## src/rtl/sio_pkg.sv

```systemverilog
package sio_pkg;

  typedef struct packed {
    logic cont;
    logic tx_en;
    logic rx_en;
    logic cpol;
    logic dphase;
  } sio_cfg_t;

endpackage

```

## src/rtl/sio_prescaler.sv

```systemverilog
module sio_prescaler #(
  parameter int DIV_W = 8
) (
  input  logic             clk,
  input  logic             rst_n,
  input  logic             run,
  input  logic [DIV_W-1:0] div,
  output logic             tick
);

  logic [DIV_W-1:0] cnt;
  logic [DIV_W-1:0] cnt_n;
  logic [DIV_W-1:0] last;

  always_comb begin
    last  = (div == '0) ? '0 : div - DIV_W'(1);
    tick  = run & (cnt == last);
    cnt_n = (!run || tick) ? '0 : cnt + DIV_W'(1);
  end

  always_ff @(posedge clk or negedge rst_n) begin
    if (!rst_n) cnt <= '0;
    else        cnt <= cnt_n;
  end

endmodule

```

## src/rtl/sio_seq.sv

```systemverilog
module sio_seq
  import sio_pkg::*;
#(
  parameter int DATA_W = 8
) (
  input  logic              clk,
  input  logic              rst_n,
  input  logic              en,
  input  sio_cfg_t          cfg,
  input  logic              wr,
  input  logic [DATA_W-1:0] wdata,
  input  logic              tick,
  output logic              active,
  output logic              sck,
  output logic              load,
  output logic [DATA_W-1:0] load_data,
  output logic              sample,
  output logic              launch,
  output logic              capture,
  output logic              irq_tx,
  output logic              irq_rx
);

  localparam int EDGES = 2 * DATA_W;
  localparam int EW    = $clog2(EDGES);

  logic [EW-1:0]     ecnt, ecnt_n;
  logic [DATA_W-1:0] txbuf, txbuf_n;
  logic              txfull, txfull_n;
  logic              active_n, sck_n, irq_tx_n, irq_rx_n;
  logic              step, odd_edge, last_edge, done;
  logic              start_single, take_buf, wr_ok;

  always_comb begin
    step         = en & active & tick;
    odd_edge     = ~ecnt[0];
    last_edge    = (ecnt == EW'(EDGES - 1));
    done         = step & last_edge;
    sample       = step & (cfg.dphase ? odd_edge : ~odd_edge);
    launch       = step & (cfg.dphase ? (~odd_edge & ~last_edge) : odd_edge);
    start_single = en & ~cfg.cont & wr & ~active;
    take_buf     = en & cfg.cont & txfull & (~active | done);
    load         = start_single | take_buf;
    load_data    = start_single ? wdata : txbuf;
    wr_ok        = en & wr & (cfg.cont | ~active);
    txbuf_n      = wr_ok ? wdata : txbuf;
    txfull_n     = en & cfg.cont & ((txfull & ~take_buf) | wr);
    active_n     = en & (load | (active & ~done));
    if (!active || load) ecnt_n = '0;
    else if (step)       ecnt_n = ecnt + EW'(1);
    else                 ecnt_n = ecnt;
    if (!en || !active)  sck_n = cfg.cpol;
    else if (step)       sck_n = ~sck;
    else                 sck_n = sck;
    irq_tx_n     = take_buf & cfg.tx_en;
    irq_rx_n     = done & (cfg.rx_en | ~cfg.cont);
    capture      = done & cfg.rx_en;
  end

  always_ff @(posedge clk or negedge rst_n) begin
    if (!rst_n) begin
      ecnt   <= '0;
      txbuf  <= '0;
      txfull <= 1'b0;
      active <= 1'b0;
      sck    <= 1'b0;
      irq_tx <= 1'b0;
      irq_rx <= 1'b0;
    end else begin
      ecnt   <= ecnt_n;
      txbuf  <= txbuf_n;
      txfull <= txfull_n;
      active <= active_n;
      sck    <= sck_n;
      irq_tx <= irq_tx_n;
      irq_rx <= irq_rx_n;
    end
  end

endmodule

```

## src/rtl/sio_shifter.sv

```systemverilog
module sio_shifter #(
  parameter int DATA_W = 8
) (
  input  logic              clk,
  input  logic              rst_n,
  input  logic              load,
  input  logic [DATA_W-1:0] load_data,
  input  logic              sample,
  input  logic              launch,
  input  logic              capture,
  input  logic              dphase,
  input  logic              tx_en,
  input  logic              sdi,
  output logic              sdo,
  output logic [DATA_W-1:0] rxd
);

  logic [DATA_W-1:0] shreg, shreg_n, shreg_smp, rxd_n;
  logic              sdo_q, sdo_n;

  always_comb begin
    shreg_smp = {shreg[DATA_W-2:0], sdi};
    if (load)        shreg_n = load_data;
    else if (sample) shreg_n = shreg_smp;
    else             shreg_n = shreg;
    if (load && dphase) sdo_n = load_data[DATA_W-1];
    else if (launch)    sdo_n = shreg[DATA_W-1];
    else                sdo_n = sdo_q;
    if (capture) rxd_n = sample ? shreg_smp : shreg;
    else         rxd_n = rxd;
    sdo = tx_en & sdo_q;
  end

  always_ff @(posedge clk or negedge rst_n) begin
    if (!rst_n) begin
      shreg <= '0;
      sdo_q <= 1'b0;
      rxd   <= '0;
    end else begin
      shreg <= shreg_n;
      sdo_q <= sdo_n;
      rxd   <= rxd_n;
    end
  end

endmodule

```

## src/rtl/sio_master.sv

```systemverilog
module sio_master
  import sio_pkg::*;
#(
  parameter int DATA_W = 8,
  parameter int DIV_W  = 8
) (
  input  logic              clk,
  input  logic              rst_n,
  input  logic              en,
  input  logic              cont_mode,
  input  logic              tx_en,
  input  logic              rx_en,
  input  logic              cpol,
  input  logic              dphase,
  input  logic [DIV_W-1:0]  div,
  input  logic              wr,
  input  logic [DATA_W-1:0] wdata,
  output logic [DATA_W-1:0] rxd,
  output logic              busy,
  output logic              irq_tx,
  output logic              irq_rx,
  output logic              sck,
  output logic              sdo,
  input  logic              sdi
);

  logic [1:0]        rst_pipe;
  logic              rst_core_n;
  sio_cfg_t          cfg;
  logic              tick, active, load, sample, launch, capture;
  logic [DATA_W-1:0] load_data;

  always_ff @(posedge clk or negedge rst_n) begin
    if (!rst_n) rst_pipe <= 2'b00;
    else        rst_pipe <= {rst_pipe[0], 1'b1};
  end

  always_comb begin
    rst_core_n = rst_pipe[1];
    cfg        = '{cont: cont_mode, tx_en: tx_en, rx_en: rx_en,
                   cpol: cpol, dphase: dphase};
    busy       = active;
  end

  sio_prescaler #(.DIV_W(DIV_W)) u_presc (
    .clk   (clk),
    .rst_n (rst_core_n),
    .run   (active),
    .div   (div),
    .tick  (tick)
  );

  sio_seq #(.DATA_W(DATA_W)) u_seq (
    .clk       (clk),
    .rst_n     (rst_core_n),
    .en        (en),
    .cfg       (cfg),
    .wr        (wr),
    .wdata     (wdata),
    .tick      (tick),
    .active    (active),
    .sck       (sck),
    .load      (load),
    .load_data (load_data),
    .sample    (sample),
    .launch    (launch),
    .capture   (capture),
    .irq_tx    (irq_tx),
    .irq_rx    (irq_rx)
  );

  sio_shifter #(.DATA_W(DATA_W)) u_shift (
    .clk       (clk),
    .rst_n     (rst_core_n),
    .load      (load),
    .load_data (load_data),
    .sample    (sample),
    .launch    (launch),
    .capture   (capture),
    .dphase    (dphase),
    .tx_en     (tx_en),
    .sdi       (sdi),
    .sdo       (sdo),
    .rxd       (rxd)
  );

endmodule

```

## config.mk

```make
export PLATFORM = sky130hd
export DESIGN_NAME = sio_master
export DESIGN_NICKNAME = d
export VERILOG_FILES = /design/src/rtl/sio_pkg.sv /design/src/rtl/sio_prescaler.sv /design/src/rtl/sio_seq.sv /design/src/rtl/sio_shifter.sv /design/src/rtl/sio_master.sv
export SDC_FILE = /design/constraint.sdc
export NUM_CORES = 1
export LEC_CHECK = 0
export BUFFER_PORTS_ARGS = -buffer_cell sky130_fd_sc_hd__buf_2
export CAP_MARGIN = 30
export CORE_MARGIN = 2
export CORE_UTILIZATION = 40
export DETAILED_ROUTE_END_ITERATION = 10
export GPL_ROUTABILITY_DRIVEN = 0
export GPL_TIMING_DRIVEN = 0
export HOLD_SLACK_MARGIN = 0.05
export PLACE_DENSITY = 0.61
export SYNTH_ARGS = -nofsm -noshare
export SYNTH_HDL_FRONTEND = slang
export SYNTH_SLANG_ARGS = --single-unit
```

## constraint.sdc

```tcl
create_clock -name clk -period 1.4 [get_ports clk]
set_clock_uncertainty 0.05 [all_clocks]
set_input_delay 0.21 -clock clk [delete_from_list [all_inputs] [get_ports clk]]
set_output_delay 0.21 -clock clk [all_outputs]
set_load 0.005 [all_outputs]
```

==> results.md, run 1 <==
* CP max FO at 8
* Routed Wire Length at between 5 and 6 mm
* Primary FF master, synth: dfrtp_1
* Slew Viols, Final at 0
* Via count at between 2k and 2.5k
* CTS clk-pin slew, worst paths at roughly 0.080 ns
* Setup crit start: u_presc.cnt[2]$_DFF_PN0_
* Number of nets still failing antenna checks after routing at 0
* Total track usage at 0.163
* Post-synthesis cell type count at 57
* Placed inst area at 2880 µm²
* First-pass GRT wire length at between 9 and 10 mm
* Placed Cells at ~360
* Synthesized Nets at approximately 280
* Register-to-Register Path Depth at 10
* Antenna cell count at 0
* Die area at 7050 µm²
* # H-tree levels at 2
* Largest net degree at the start of global routing at 28
* Setup CP Type: flip-flop to flip-flop
* DP Wirelength at 3.99 mm
* CTS tree: done
* HP Class: input port to flip-flop
* Hold Slack at 0.108 ns
* Async set-reset flop share out of synthesis at 1.00
* Critical path arrival at about 2.6 ns
* Net Switching at slightly above 800 µW
* Delay-heaviest family, CP: compound AO/OA/AOI/OAI gates
* Grt total ovfl at 0
* PD cells at 918 nW/µm²
* Finished Core Util at 0.528
* Clock sinks at between 40 and 50
* CP peak stage delay at 0.45 ns
* Synthesized area at between 2000 and 3000 µm²
* Rel. slew slack at 0.581
* Number of remaining DRC errors at 0
* Failing checks: negative setup slack
* Crit path required time at approximately 1.5 ns
* Sw Ratio at 0.266
* Crit path time final at approximately 2.5 ns
* P_int at 2.23 mW
* CTS Buf Count at 5
* CP Capture Type: flip-flop
* DR WL/cell at 14.3 µm
* Clock Tree Root: clkbuf_8
* Final Instance Area at 3310 µm²
* Setup violators final at 34
* Initial DRC count at approximately 120
* Reg2reg end: u_shift.shreg[6]$_DFF_PN0_
* Post-synth EDFFs at 0
* Initial core utilization at 0.408
* VDD IR-drop max at 0.730 mV
* Via/cell ratio at 5.30
* Post-Synthesis Cells at roughly 250
* Num ports at 39
* Die Span X at roughly 84 µm
* Worst path bufs/invs at 2
* HP Start: cpol
* Critical path cell sequence: xor2_4 -> o31a_2 -> or4_1 -> nand4_1 -> buf_4 -> nand2b_4 -> o32a_4 -> buf_8 -> a211oi_4 -> a21oi_1
* Layout cell share with drive strength beyond 1 at 0.377
* Fmax at about 0.41 GHz
* MaxCap Viol Count at 0
* Vias in the first global route at ~2k
* Critical-path top delay cell: dfrtp_2
* Final worst slack at -1.06 ns
* Nets at between 300 and 400
* Final Hold Viols at 0
* Hold path depth at 2
* Number of synthesized register bits at 44
* Total Power at 3.04 mW
* Syn-to-layout area delta at 29.5%
* # rows at 29
* Core area at 6280 µm²
* Clk pwr share at 0.309
* Status: complete, but fails checks
* I/O Buffers at 36
* Skew-Pair Late Insertion Delay at 0.29 ns
* Worst Max-Slew Pin Slew at between 0.6 and 0.7 ns
* Synth area leaders: dfrtp_1 (43%), mux2i_1 (8.2%), mux2_2 (4.0%)
* Die Y at about 84 µm
* Combinational power share at 0.193
* Sequential fraction of design power at 0.497
* Top-area cell type share of the netlist area at 0.430
* Yosys warns at 0
* Hold EP: u_seq.sck$_DFFE_PN0P_
* DRT Pass-1 Iters at 4
* Worst r2r src: u_presc.cnt[2]$_DFF_PN0_
* R2R Setup Slk at -1.06 ns
* Critical Path Source Type: flip-flop
* RSZ-0062 raised after global routing: true
* Avg Cell Area, Syn at roughly 10 µm²
* Maximum clock path buffer count at 2
* Final Cycle Share at 1.76
* Leakage at 1.45 nW
* Final Non-Filler Cells at approximately 380
* Register area share after synthesis at 0.430
* Initial antenna violation count at 0
* Most area-hungry cell type in the Yosys netlist: dfrtp_1
## routing by layer
metal,vias to the layer above,part of all wire,track usage,wire length (µm)
met1,981,0.49,0.236,2690
met2,34,0.47,0.252,2550
li1,1006,-,-,-
met3,4,0.029,0.0326,160
met4,0,0.0083,0.0425,45
met5,-,0,0,0
## sequential cells by signal (all words and copies together) (netlist names)
register	flops
u_seq.active	1
rst_pipe	2
u_shift.sdo_q	1
u_shift.shreg	8
u_seq.ecnt	4
u_seq.sck	1
u_seq.txfull	1
u_seq.irq_tx	1
u_presc.cnt	8
u_seq.txbuf	8
u_shift.rxd	8
u_seq.irq_rx	1
## Yosys cell counts (all sizes together), types with 2 or more instances
| cell | n |
|---|---|
| nor4b | 3 |
| a211oi | 8 |
| or3 | 6 |
| a31oi | 3 |
| nand2b | 3 |
| mux2i | 21 |
| a21boi | 5 |
| nand2 | 8 |
| xnor2 | 5 |
| a21oi | 16 |
| nor3 | 4 |
| xor2 | 5 |
| and2 | 3 |
| dfrtp | 44 |
| nor2b | 8 |
| clkbuf | 5 |
| and3 | 5 |
| or4 | 2 |
| buf | 3 |
| inv | 21 |
| mux2 | 9 |
| o21ai | 7 |
| nor2 | 15 |
| nor4 | 2 |
| nand3 | 12 |
| ha | 3 |
| nand4 | 5 |
## final cells by class
type,instances,area (µm²)
fillers,573,2960
multi-input cells,175,1530
flip-flops and latches,44,1100
repair buffers,51,348
well taps,77,96.3
inverters,21,78.8
clock buffers,6,72.6
plain buffers,6,48.8
clock inverters,2,35.0
## worst reg2reg max path, cell delays in order (launching register included)
cell	delay [ns]
dfrtp_2	0.45
xor2_4	0.17
o31a_2	0.28
or4_1	0.39
nand4_1	0.18
buf_4	0.17
nand2b_4	0.05
o32a_4	0.25
buf_8	0.16
a211oi_4	0.14
a21oi_1	0.06
## power by group through the flow
stage	registers, mW	clock network [mW]	logic (mW)
global placement	1.52	0	0.446
floorplan	1.50	0	0.326
finish	1.51	0.941	0.588
CTS	1.51	0.960	0.567
detailed placement	1.51	0	0.477
global route	1.53	1.01	0.646
## how the worst max path moves through the flow
stage / to / depth (start not counted)
final: u_shift.shreg[6]$_DFF_PN0_ / 10
after global routing: u_shift.rxd[1]$_DFFE_PN0P_ / 8
after CTS: u_shift.shreg[7]$_DFF_PN0_ / 8
after detailed placement: u_shift.shreg[7]$_DFF_PN0_ / 12
after global placement: u_shift.shreg[7]$_DFF_PN0_ / 12
after floorplan: u_shift.shreg[7]$_DFF_PN0_ / 9
## placed cells by master, fill, tap and decap left out, drive strengths merged, types with 4 or more instances in the layout
cell type and count:
inv 21, nor3 4, and3 5, a21oi 16, nand2 8, xor2 5
dfrtp 44, mux2 9, o21ai 7, clkbuf 9, a21boi 5, xnor2 5
nand3 12, mux2i 21, or3 6, nor2 15, nor2b 8, buf 53
nand4 5, a211oi 8
## cells by family (layout without fill, tap and decap cells)
family,after synthesis,after routing,share of synthesized area
other cells,1,1,0.00147
flops,44,44,0.430
simple gates,79,79,0.203
xor+xnor,10,10,0.0342
fa+ha+maj,3,3,0.0147
mux,30,30,0.122
compound gates,52,52,0.145
buf+inv,29,86,0.0499
## per-stage QoR
step	setup slack (ns)	setup TNS [ns]
3_3_place_gp	-1.54	-66.94
5_1_grt	-1.19	-37.17
3_5_place_dp	-1.57	-48.21
4_1_cts	-1.08	-32.79
2_1_floorplan	-1.08	-33.04
6_report	-1.06	-33.14
## timing repair
action | CTS | global route
buffers inserted | 8 | 5
hold endpoints to repair | 2 | 0
pin swaps | 12 | 7
setup endpoints to repair | 42 | 34
cloned | 1 | 0
hold buffers | 1 | 0
gates resized for setup | 30 | 13
Note: power is estimated with default switching activity, not from simulation.
==> inputs of run 2 (changes only) <==
--- a/config.mk
+++ b/config.mk
@@ -7,13 +7,16 @@
 export LEC_CHECK = 0
 export BUFFER_PORTS_ARGS = -buffer_cell sky130_fd_sc_hd__buf_2
 export CAP_MARGIN = 30
+export CELL_PAD_IN_SITES_DETAIL_PLACEMENT = 0
+export CELL_PAD_IN_SITES_GLOBAL_PLACEMENT = 2
 export CORE_MARGIN = 2
-export CORE_UTILIZATION = 40
+export CORE_UTILIZATION = 33
+export CTS_CLUSTER_DIAMETER = 40
 export DETAILED_ROUTE_END_ITERATION = 10
 export GPL_ROUTABILITY_DRIVEN = 0
 export GPL_TIMING_DRIVEN = 0
 export HOLD_SLACK_MARGIN = 0.05
-export PLACE_DENSITY = 0.61
+export PLACE_DENSITY = 0.75
 export SYNTH_ARGS = -nofsm -noshare
 export SYNTH_HDL_FRONTEND = slang
 export SYNTH_SLANG_ARGS = --single-unit
==> run 2 against run 1 <==
The flow still finishes with violations (negative setup slack). Largest power group unchanged. Die area up 20%. Maximum frequency down 1.8%. Cell count up 6.3%. Critical path depth unchanged. Critical endpoint is now u_shift.shreg[5]$_DFF_PN0_. First-iteration DRC count down 45%. Worst hold slack worse by 0.015 ns. Sequential share of layout area down 0.74 points. Cell area up 2.3%.
==> results.md, run 2 (synthesis gave the netlist of run 1 again) <==
* Delay-heaviest family, CP: compound AO/OA/AOI/OAI gates
* # H-tree levels at 2
* PD cells at slightly above 900 nW/µm²
* Skew-Pair Late Insertion Delay at about 0.30 ns
* Setup CP Type: flip-flop to flip-flop
* Rel. slew slack at 0.535
* Number of nets still failing antenna checks after routing at 0
* Total track usage at 0.147
* Critical-path top delay cell: dfrtp_2
* Placed inst area at just under 3000 µm²
* Vias in the first global route at between 1.5k and 2k
* Final Cycle Share at 1.79
* Top Metal Used: met4
* CTS clk-pin slew, worst paths at 0.09 ns
* Routed wl met3 at 208 µm
* CP Capture Type: flip-flop
* Die Y at 92.1 µm
* Initial DRC count at 67
* Core area at about 7600 µm²
* Num ports at 39
* HP Class: input port to flip-flop
* Crit path time final at ~2.5 ns
* Worst r2r src: u_presc.cnt[2]$_DFF_PN0_
* Die Span X at 92.1 µm
* Leakage at between 1 and 1.5 nW
* Final Instance Area at about 3400 µm²
* HP Start: cpol
* Setup violators final at 34
* Grt total ovfl at 0
* Final Non-Filler Cells at 406
* Hold EP: u_seq.sck$_DFFE_PN0P_
* CTS tree: done
* R2R Setup Slk at -1.10 ns
* Die area at ~8500 µm²
* M1 WL at between 2 and 3 mm
* MaxCap Viol Count at 0
* RSZ-0062 raised after global routing: true
* Clock sinks at 44
* Failing checks: negative setup slack
* Placed Cells at 387
* Critical Path Source Type: flip-flop
* Most frequent cells in the layout: dfrtp_1 (41), buf_2 (36), inv_1 (21)
* Largest net degree at the start of global routing at 40
* Antenna cell count at 0
* Slew Viols, Final at 0
* Initial core utilization at 0.336
* DP Wirelength at around 4.3 mm
* Clock Tree Root: clkbuf_8
* DR WL/cell at roughly 15 µm
* Worst Max-Slew Pin Slew at 0.693 ns
* CP peak stage delay at ~0.45 ns
* Critical path cell sequence: xor2_4 -> o31a_2 -> or4_1 -> nand4_1 -> buf_4 -> nand2b_4 -> o32a_4 -> buf_8 -> a211oi_2 -> a21oi_1
* Total Power at 3.11 mW
* Final worst slack at -1.10 ns
* Crit path required time at between 1.5 and 2 ns
* # rows at 32
* Fmax at around 0.40 GHz
* Finished Core Util at 0.445
* Via/cell ratio at between 5 and 6
* Worst slack at placement at -1.66 ns
* Reg2reg end: u_shift.shreg[5]$_DFF_PN0_
* Maximum clock path buffer count at 2
* Via count at just over 2k
* Hold path depth at 2
* Layout cell share with drive strength beyond 1 at 0.395
* Worst path bufs/invs at 2
* Nets at 332
* Status: complete, but fails checks
* Critical path arrival at between 2 and 3 ns
* CTS Buf Count at 5
* I/O Buffers at 36
* Routed Wire Length at about 6.0 mm
* First-pass GRT wire length at around 10 mm
* Number of remaining DRC errors at 0
* Syn-to-layout area delta at 32.4%
* VDD IR-drop max at slightly above 0.5 mV
* CP max FO at 8
* Initial antenna violation count at 0
* Final Hold Viols at 0
* DRT Pass-1 Iters at 4
* Met2 WL at about 2.8 mm
* Fillers at between 700 and 800
* Register-to-Register Path Depth at 10
* Leading cell type in the layout, fill and taps excluded: dfrtp_1
-- run 2: worst max-delay path by stage --
stage                                   from                    endpoint  slack [ns]  cells past startpoint
floorplan                             div[3]  u_shift.shreg[7]$_DFF_PN0_       -1.08                      9
global placement                      div[0]  u_shift.shreg[7]$_DFF_PN0_       -1.64                     12
detailed placement                    div[0]  u_shift.shreg[7]$_DFF_PN0_       -1.66                     12
CTS                 u_presc.cnt[2]$_DFF_PN0_  u_shift.shreg[6]$_DFF_PN0_       -1.16                     10
global route        u_presc.cnt[2]$_DFF_PN0_  u_shift.shreg[2]$_DFF_PN0_       -1.20                      8
finish              u_presc.cnt[2]$_DFF_PN0_  u_shift.shreg[5]$_DFF_PN0_       -1.10                     10
-- run 2: cell type report --
type / instances / area, µm² / area share
timing repair buffer: 50 / 347 / 0.102
tap: 102 / 128 / 0.0377
buffer: 6 / 48.8 / 0.0144
inverter: 21 / 78.8 / 0.0233
clock inverter: 3 / 47.5 / 0.0140
clock buffer: 5 / 68.8 / 0.0203
sequential: 44 / 1100 / 0.326
multi-input combinational: 175 / 1570 / 0.462
-- run 2: repair_timing --
action / 4_1_cts / 5_1_grt
gates cloned: 1 / 0
buffers inserted: 6 / 5
endpoints found under the setup margin: 42 / 35
pin swaps: 10 / 9
resized for setup: 29 / 23
hold buffers: 2 / 0
endpoints found under the hold margin: 5 / 0
-- run 2: through the flow --
| stage | hold WS (ns) | TNS (ns) |
|---|---|---|
| floorplan | -0.136 | -33.04 |
| CTS | 0.0841 | -34.58 |
| finish | 0.0926 | -33.75 |
| global route | 0.0811 | -37.07 |
| global placement | -0.0527 | -72.25 |
| detailed placement | -0.0507 | -50.08 |
-- run 2: report_power, final --
group	switching (mW)	total (mW)	internal (mW)
combinational	0.303	0.610	0.307
clock	0.457	0.995	0.538
sequential	0.108	1.51	1.40
-- run 2: layer usage --
layer	global-route usage	up-vias
li1	-	1004
met1	0.208	1011
met2	0.227	31
met3	0.0296	5
met4	0.0448	0
met5	0	-
